`src/rtl/pid_tlb_pkg.sv`:
```
// Shared types of the translation cache.
// Assumes: nothing beyond IEEE 1800-2017.
package pid_tlb_pkg;
    typedef enum logic [1:0] {
        WK_IDLE  = 2'd0,
        WK_FETCH = 2'd1,
        WK_WAIT  = 2'd2,
        WK_FILL  = 2'd3
    } walk_state_e;
endpackage

```
`src/rtl/tlb_store.sv`:
```
// Entry array with a parallel compare on process identifier and page number.
// Assumes at most one entry matches a given (pid, page) pair; the walker only
// installs a pair after a miss on it, so duplicates do not arise.
module tlb_store #(
    parameter int N       = 8,
    parameter int PID_W   = 4,
    parameter int PAGE_W  = 4,
    parameter int FRAME_W = 8,
    localparam int IDX_W  = $clog2(N)
) (
    input  logic               clk,
    input  logic               rst_n,
    input  logic               flush,
    input  logic [PID_W-1:0]   q_pid,
    input  logic [PAGE_W-1:0]  q_page,
    output logic               hit,
    output logic [FRAME_W-1:0] hit_frame,
    output logic [N-1:0]       valid_vec,
    input  logic               wr_en,
    input  logic [IDX_W-1:0]   wr_idx,
    input  logic [PID_W-1:0]   wr_pid,
    input  logic [PAGE_W-1:0]  wr_page,
    input  logic [FRAME_W-1:0] wr_frame
);
    logic [N-1:0]       vld;
    logic [PID_W-1:0]   e_pid   [N];
    logic [PAGE_W-1:0]  e_page  [N];
    logic [FRAME_W-1:0] e_frame [N];
    logic [N-1:0]       match;

    // Valid bits: cleared by reset or flush, set by an install.
    always_ff @(posedge clk) begin
        if (!rst_n || flush) begin
            vld <= '0;
        end else if (wr_en) begin
            vld[wr_idx] <= 1'b1;
        end
    end

    // Entry contents: written on install, no reset needed.
    always_ff @(posedge clk) begin
        if (wr_en) begin
            e_pid[wr_idx]   <= wr_pid;
            e_page[wr_idx]  <= wr_page;
            e_frame[wr_idx] <= wr_frame;
        end
    end

    for (genvar i = 0; i < N; i++) begin : g_cmp
        assign match[i] = vld[i] && (e_pid[i] == q_pid) && (e_page[i] == q_page);
    end

    // Frame mux: OR of the matching entries' frames.
    always_comb begin
        hit_frame = '0;
        for (int i = 0; i < N; i++) begin
            if (match[i]) hit_frame = hit_frame | e_frame[i];
        end
    end

    assign hit       = |match;
    assign valid_vec = vld;
endmodule

```
`src/rtl/tlb_victim.sv`:
```
// Picks the entry for the next install: lowest invalid entry, else the
// round-robin pointer. The pointer advances on every install.
// Assumes adv is high only in the cycle an install takes effect.
module tlb_victim #(
    parameter int N      = 8,
    localparam int IDX_W = $clog2(N)
) (
    input  logic             clk,
    input  logic             rst_n,
    input  logic [N-1:0]     valid_vec,
    input  logic             adv,
    output logic [IDX_W-1:0] victim
);
    logic [IDX_W-1:0] rr;

    // Victim choice: scan from the top so the lowest invalid index wins.
    always_comb begin
        victim = rr;
        for (int i = N - 1; i >= 0; i--) begin
            if (!valid_vec[i]) victim = IDX_W'(i);
        end
    end

    // Round-robin pointer with wrap at N.
    always_ff @(posedge clk) begin
        if (!rst_n) begin
            rr <= '0;
        end else if (adv) begin
            rr <= (rr == IDX_W'(N - 1)) ? '0 : rr + 1'b1;
        end
    end
endmodule

```
`src/rtl/tlb_walker.sv`:
```
// Miss handler: captures a missing lookup, issues one page-table read at
// base + page, waits for the response and installs it.
// Assumes the memory returns exactly one response per request.
module tlb_walker
    import pid_tlb_pkg::*;
#(
    parameter int PID_W   = 4,
    parameter int PAGE_W  = 4,
    parameter int FRAME_W = 8,
    parameter int ADDR_W  = 12
) (
    input  logic               clk,
    input  logic               rst_n,
    input  logic               flush,
    input  logic               lk_valid,
    input  logic               hit,
    input  logic [PID_W-1:0]   cur_pid,
    input  logic [PAGE_W-1:0]  lk_page,
    input  logic [ADDR_W-1:0]  ptbr,
    output logic               mem_req,
    output logic [ADDR_W-1:0]  mem_addr,
    input  logic               mem_rsp_valid,
    input  logic [FRAME_W-1:0] mem_rsp_frame,
    output logic               fill_en,
    output logic [PID_W-1:0]   fill_pid,
    output logic [PAGE_W-1:0]  fill_page,
    output logic [FRAME_W-1:0] fill_frame,
    output logic               idle
);
    walk_state_e state;

    // Walk sequencing through fetch, wait and fill.
    always_ff @(posedge clk) begin
        if (!rst_n) begin
            state <= WK_IDLE;
        end else begin
            unique case (state)
                WK_IDLE:  if (lk_valid && !hit && !flush) state <= WK_FETCH;
                WK_FETCH: state <= WK_WAIT;
                WK_WAIT:  if (mem_rsp_valid) state <= WK_FILL;
                WK_FILL:  state <= WK_IDLE;
                default:  state <= WK_IDLE;
            endcase
        end
    end

    // Capture of the missing lookup and the read address.
    always_ff @(posedge clk) begin
        if (state == WK_IDLE && lk_valid && !hit) begin
            fill_pid  <= cur_pid;
            fill_page <= lk_page;
            mem_addr  <= ptbr + ADDR_W'(lk_page);
        end
    end

    // Capture of the returned frame.
    always_ff @(posedge clk) begin
        if (state == WK_WAIT && mem_rsp_valid) fill_frame <= mem_rsp_frame;
    end

    assign mem_req = (state == WK_FETCH);
    assign fill_en = (state == WK_FILL) && !flush;
    assign idle    = (state == WK_IDLE);
endmodule

```
`src/rtl/pid_tlb.sv`:
```
// Top of the process-tagged translation cache: entry store, victim choice
// and miss walker. Assumes the requester holds lk_valid, lk_page and cur_pid
// steady until lk_ready.
module pid_tlb #(
    parameter int N       = 8,
    parameter int PID_W   = 4,
    parameter int PAGE_W  = 4,
    parameter int FRAME_W = 8,
    parameter int ADDR_W  = 12,
    localparam int IDX_W  = $clog2(N)
) (
    input  logic               clk,
    input  logic               rst_n,
    input  logic               flush,
    input  logic [PID_W-1:0]   cur_pid,
    input  logic [ADDR_W-1:0]  ptbr,
    input  logic               lk_valid,
    input  logic [PAGE_W-1:0]  lk_page,
    output logic               lk_ready,
    output logic [FRAME_W-1:0] lk_frame,
    output logic               mem_req,
    output logic [ADDR_W-1:0]  mem_addr,
    input  logic               mem_rsp_valid,
    input  logic [FRAME_W-1:0] mem_rsp_frame
);
    logic               hit;
    logic [N-1:0]       valid_vec;
    logic               fill_en;
    logic [IDX_W-1:0]   victim;
    logic [PID_W-1:0]   fill_pid;
    logic [PAGE_W-1:0]  fill_page;
    logic [FRAME_W-1:0] fill_frame;
    logic               walk_idle;

    tlb_store #(.N(N), .PID_W(PID_W), .PAGE_W(PAGE_W), .FRAME_W(FRAME_W)) u_store (
        .clk(clk), .rst_n(rst_n), .flush(flush),
        .q_pid(cur_pid), .q_page(lk_page),
        .hit(hit), .hit_frame(lk_frame), .valid_vec(valid_vec),
        .wr_en(fill_en), .wr_idx(victim),
        .wr_pid(fill_pid), .wr_page(fill_page), .wr_frame(fill_frame)
    );

    tlb_victim #(.N(N)) u_victim (
        .clk(clk), .rst_n(rst_n), .valid_vec(valid_vec),
        .adv(fill_en), .victim(victim)
    );

    tlb_walker #(.PID_W(PID_W), .PAGE_W(PAGE_W), .FRAME_W(FRAME_W), .ADDR_W(ADDR_W)) u_walker (
        .clk(clk), .rst_n(rst_n), .flush(flush),
        .lk_valid(lk_valid), .hit(hit), .cur_pid(cur_pid), .lk_page(lk_page),
        .ptbr(ptbr), .mem_req(mem_req), .mem_addr(mem_addr),
        .mem_rsp_valid(mem_rsp_valid), .mem_rsp_frame(mem_rsp_frame),
        .fill_en(fill_en), .fill_pid(fill_pid), .fill_page(fill_page),
        .fill_frame(fill_frame), .idle(walk_idle)
    );

    assign lk_ready = walk_idle && lk_valid && hit;
endmodule

```
`config.mk`:
```
export PLATFORM = sky130hd
export DESIGN_NAME = pid_tlb
export DESIGN_NICKNAME = d
export VERILOG_FILES = /design/src/rtl/pid_tlb_pkg.sv /design/src/rtl/tlb_store.sv /design/src/rtl/tlb_victim.sv /design/src/rtl/tlb_walker.sv /design/src/rtl/pid_tlb.sv
export SDC_FILE = /design/constraint.sdc
export NUM_CORES = 1
export LEC_CHECK = 0
export BUFFER_PORTS_ARGS = -buffer_cell sky130_fd_sc_hd__buf_2
export CELL_PAD_IN_SITES_DETAIL_PLACEMENT = 1
export CELL_PAD_IN_SITES_GLOBAL_PLACEMENT = 1
export CORE_ASPECT_RATIO = 0.75
export CORE_MARGIN = 4
export CORE_UTILIZATION = 46
export CTS_CLUSTER_DIAMETER = 80
export DETAILED_ROUTE_END_ITERATION = 10
export GPL_ROUTABILITY_DRIVEN = 0
export PLACE_DENSITY_LB_ADDON = 0.15
export SLEW_MARGIN = 20
export SYNTH_ARGS = -nofsm -noshare
export SYNTH_HDL_FRONTEND = slang
export SYNTH_SLANG_ARGS = --single-unit
export TNS_END_PERCENT = 10
```
`constraint.sdc`:
```
create_clock -name clk -period 2.8 [get_ports clk]
set_clock_uncertainty 0.1 [all_clocks]
set_input_delay 0.42 -clock clk [delete_from_list [all_inputs] [get_ports clk]]
set_output_delay 0.42 -clock clk [all_outputs]
set_load 0.1 [all_outputs]
```
==> metrics <==
register bit total from synthesis 169; initial drt markers 307; antenna violation net count after detailed routing 0; Final TNS setup 0 ps; leading cell types by total area after synthesis sky130_fd_sc_hd__edfxtp_1, sky130_fd_sc_hd__xnor2_1, sky130_fd_sc_hd__dfxtp_1, sky130_fd_sc_hd__a22oi_1, sky130_fd_sc_hd__ha_1; share of post-route cells with drive strength above 1 29.2%; vias in the first global route 4275; Data required, critical path 2280 ps; drt wl/cell 22.8 um; standard-cell row count 38; die area 17300 um^2; buffer depth of the longest clock path 2; source-to-sink clock delay at the later pin of the worst-skew pair 420 ps; P&R area growth vs syn 24.1%; final core utilization 59.1%; final wirelength 16.9 mm; portion of total power attributed to sequential cells 48.5%; fraction of registers with async set/reset 0%; fin nets 574; post-synthesis instance area 7000 um^2; global-route congestion overflow total 0; number of max-cap violations 0; x dimension of the die 150 um; fraction of the mapped netlist area in compound gates 6.10%; Clk Tree Root Cell sky130_fd_sc_hd__clkbuf_16; fraction of the mapped netlist area in adder cells 2.25%; area post-placement 7890 um^2; ant diodes 0; first-pass iteration count of the detailed router 4; starting utilization of the core area 47.6%; capture point of the worst reg-to-reg path u_store.e_frame[0][4]; Slew Limit Fails 0; net switching power figure 1.77 mW; Final Critical Period 2800 ps; global-route wire length before repair 25.8 mm; number of antenna violations at the first check in global routing 0; setup slack of the most critical reg-to-reg path 240 ps; post-synthesis area per instance 16.1 um^2; static leakage 2.99 nW; sort of element at the end of the critical path output port; proportion of synthesized area in mux cells 0.572%; maximum number of pins on one net before global-route repair 21; GRT Resource Usage Total 20.8%; critical path endpoint lk_frame[1]; number of H-tree levels 4; worst min-delay path category input pin to flop; cell area after layout 8690 um^2; transition at the pin with the smallest max-transition slack 958 ps; Crit path arrival time 2280 ps; hold slack 66.2 ps; fraction of power consumed by combinational cells 13.8%; final-report setup violation count 0; source of the worst register-to-register timing path u_store.valid_vec[6]; share of power burned in the clock network 37.7%; number of enable-type register cells in the synthesized netlist 156; Synthesized Nets 480; Final Hold Viols 0; sequential area share after synthesis 70.7%; largest area contributor in the synthesized netlist sky130_fd_sc_hd__edfxtp_1; clock transition at the register clock pins on the worst setup and hold paths after CTS 60 ps; number of standard cells after synthesis 435; Vias/cell 5.41; commonest cells in the netlist sky130_fd_sc_hd__edfxtp_1, sky130_fd_sc_hd__xnor2_1, sky130_fd_sc_hd__a22oi_1, sky130_fd_sc_hd__inv_1, sky130_fd_sc_hd__nand3_1; unique cell type count in the Yosys netlist 46; leading register cell type out of synthesis sky130_fd_sc_hd__edfxtp_1; setup repair after global routing missed its margin yes; Crit Path Category flop to output port; startpoint of the lowest-slack hold path mem_rsp_frame[4]; reg2reg path depth 6; TritonCTS clock tree yes; critical path startpoint category flop; worst max-slew margin expressed relative to the limit 36.1%; largest family of logic cells by synthesized area XOR/XNOR gates; result of the run finished clean; count of unresolved DRC violations after routing 0; Max Freq 0.357 GHz; worst supply voltage drop on vdd 0.000429 V; leading cell type by number of instances after synthesis sky130_fd_sc_hd__edfxtp_1; fin crit share 100%; total core area 14700 um^2; count of hold-fix buffers inserted at cts 0; share of the synthesized area in the top cell type 66.9%; Yosys warnings 0; I/O pins 55; Worst Setup SP u_store.e_pid[4][1]; Power Dens Cells 742 nW/um^2; PnR Total Power 6.44 mW; worst-path fanout max 5; Die Y-Extent 115 um; share of synthesized cell area in and, or, nand and nor gates 8.40%; vias after detailed routing 4010; clock sink total 169; switching portion of total power 27.4%; half-perimeter wire length after placement 11.4 mm; internal power 4.68 mW; Num CTS Buffers 17; count of buffers from port buffering 54; Synth Area in XOR/XNOR 9.74%
==> metrics by stage <==
step / setup slack, ps / std cells
floorplan: -35.9 / 435
global placement: 20.8 / 706
detailed placement: -16.0 / 706
CTS: 13.0 / 739
global route: -111 / 741
finish: 0.457 / 741
==> routing by layer <==
| metal | track usage, % | vias to the layer above | wire, um |
|---|---|---|---|
| li1 | - | 1835 | - |
| met1 | 29.5 | 2055 | 7820 |
| met2 | 32.0 | 109 | 7900 |
| met3 | 6.34 | 11 | 1040 |
| met4 | 5.00 | 0 | 121 |
| met5 | 0 | - | 0 |
==> sequential cells by signal (all words and copies together) (netlist names) <==
signal / flops
u_store.valid_vec: 8
u_walker.fill_frame: 8
u_store.e_frame: 64
u_victim.rr: 3
u_walker.state: 2
u_store.e_page: 32
u_walker.fill_pid: 4
u_walker.fill_page: 4
u_walker.mem_addr: 12
u_store.e_pid: 32
==> cells by family after synthesis <==
logic type | count (synthesis)
DFF | 169
and+or+nand+nor | 90
xor gates and xnor gates | 74
AOI/OAI and AO/OA | 59
buffers and inverters | 27
adders and majority gates | 12
muxes | 4
==> power groups by stage <==
stage	Sequential, mW	Clock (mW)	Combinational, mW
final	3.12	2.43	0.890
after floorplan	3.46	0	0.338
after CTS	3.13	2.47	0.894
after global placement	3.16	0	0.866
after global routing	3.15	2.59	0.941
after detailed placement	3.18	0	0.881
==> worst max-delay path, stage by stage, from the launching register on <==
cell                       delay (ps)
sky130_fd_sc_hd__edfxtp_1         420
sky130_fd_sc_hd__xnor2_2          200
sky130_fd_sc_hd__nand4_1          230
sky130_fd_sc_hd__nor4_4           290
sky130_fd_sc_hd__buf_6            190
sky130_fd_sc_hd__buf_4            130
sky130_fd_sc_hd__a22oi_1           80
sky130_fd_sc_hd__nand3_1          130
sky130_fd_sc_hd__buf_12           190
==> cell usage in the layout, fill, tap and decap left out, types with 7 or more instances in the layout <==
cell type / synthesis / final
sky130_fd_sc_hd__dfxtp_1: 13 / 13
sky130_fd_sc_hd__nor3_2: 3 / 7
sky130_fd_sc_hd__buf_4: 1 / 19
sky130_fd_sc_hd__nand4_1: 11 / 11
sky130_fd_sc_hd__nand3_1: 16 / 14
sky130_fd_sc_hd__clkbuf_16: 0 / 17
sky130_fd_sc_hd__nor2_1: 14 / 13
sky130_fd_sc_hd__xnor2_1: 64 / 54
sky130_fd_sc_hd__edfxtp_1: 156 / 156
sky130_fd_sc_hd__buf_12: 0 / 18
sky130_fd_sc_hd__nor2b_1: 8 / 8
sky130_fd_sc_hd__buf_2: 0 / 45
sky130_fd_sc_hd__o21ai_0: 8 / 7
sky130_fd_sc_hd__inv_1: 16 / 16
sky130_fd_sc_hd__ha_1: 11 / 11
sky130_fd_sc_hd__xnor2_2: 2 / 12
sky130_fd_sc_hd__a22oi_1: 20 / 18
sky130_fd_sc_hd__nand2_1: 14 / 14
==> how the worst min path moves through the flow <==
stage	end	slack, ps	depth (start not counted)
after floorplan	u_walker.state[1]	370	2
after global placement	u_walker.state[1]	390	2
after detailed placement	u_walker.state[1]	410	2
after CTS	u_walker.fill_frame[6]	50	1
after global routing	u_walker.fill_frame[2]	40	1
final	u_walker.fill_frame[4]	70	1
==> area by class of cell <==
cell class | count | area, um^2
clock inverters | 14 | 179
multi-input cells | 239 | 2050
flip-flops and latches | 169 | 4940
well taps | 200 | 250
inverters | 16 | 60.1
clock buffers | 17 | 425
repair buffers | 86 | 773
fillers | 1343 | 6000
==> what timing repair did <==
item,in CTS,in global routing
endpoints found under the setup margin,9,68
setup buffers,2,2
resized for setup,12,13
pin swaps,8,10
Note: power is estimated with default switching activity, not from simulation.
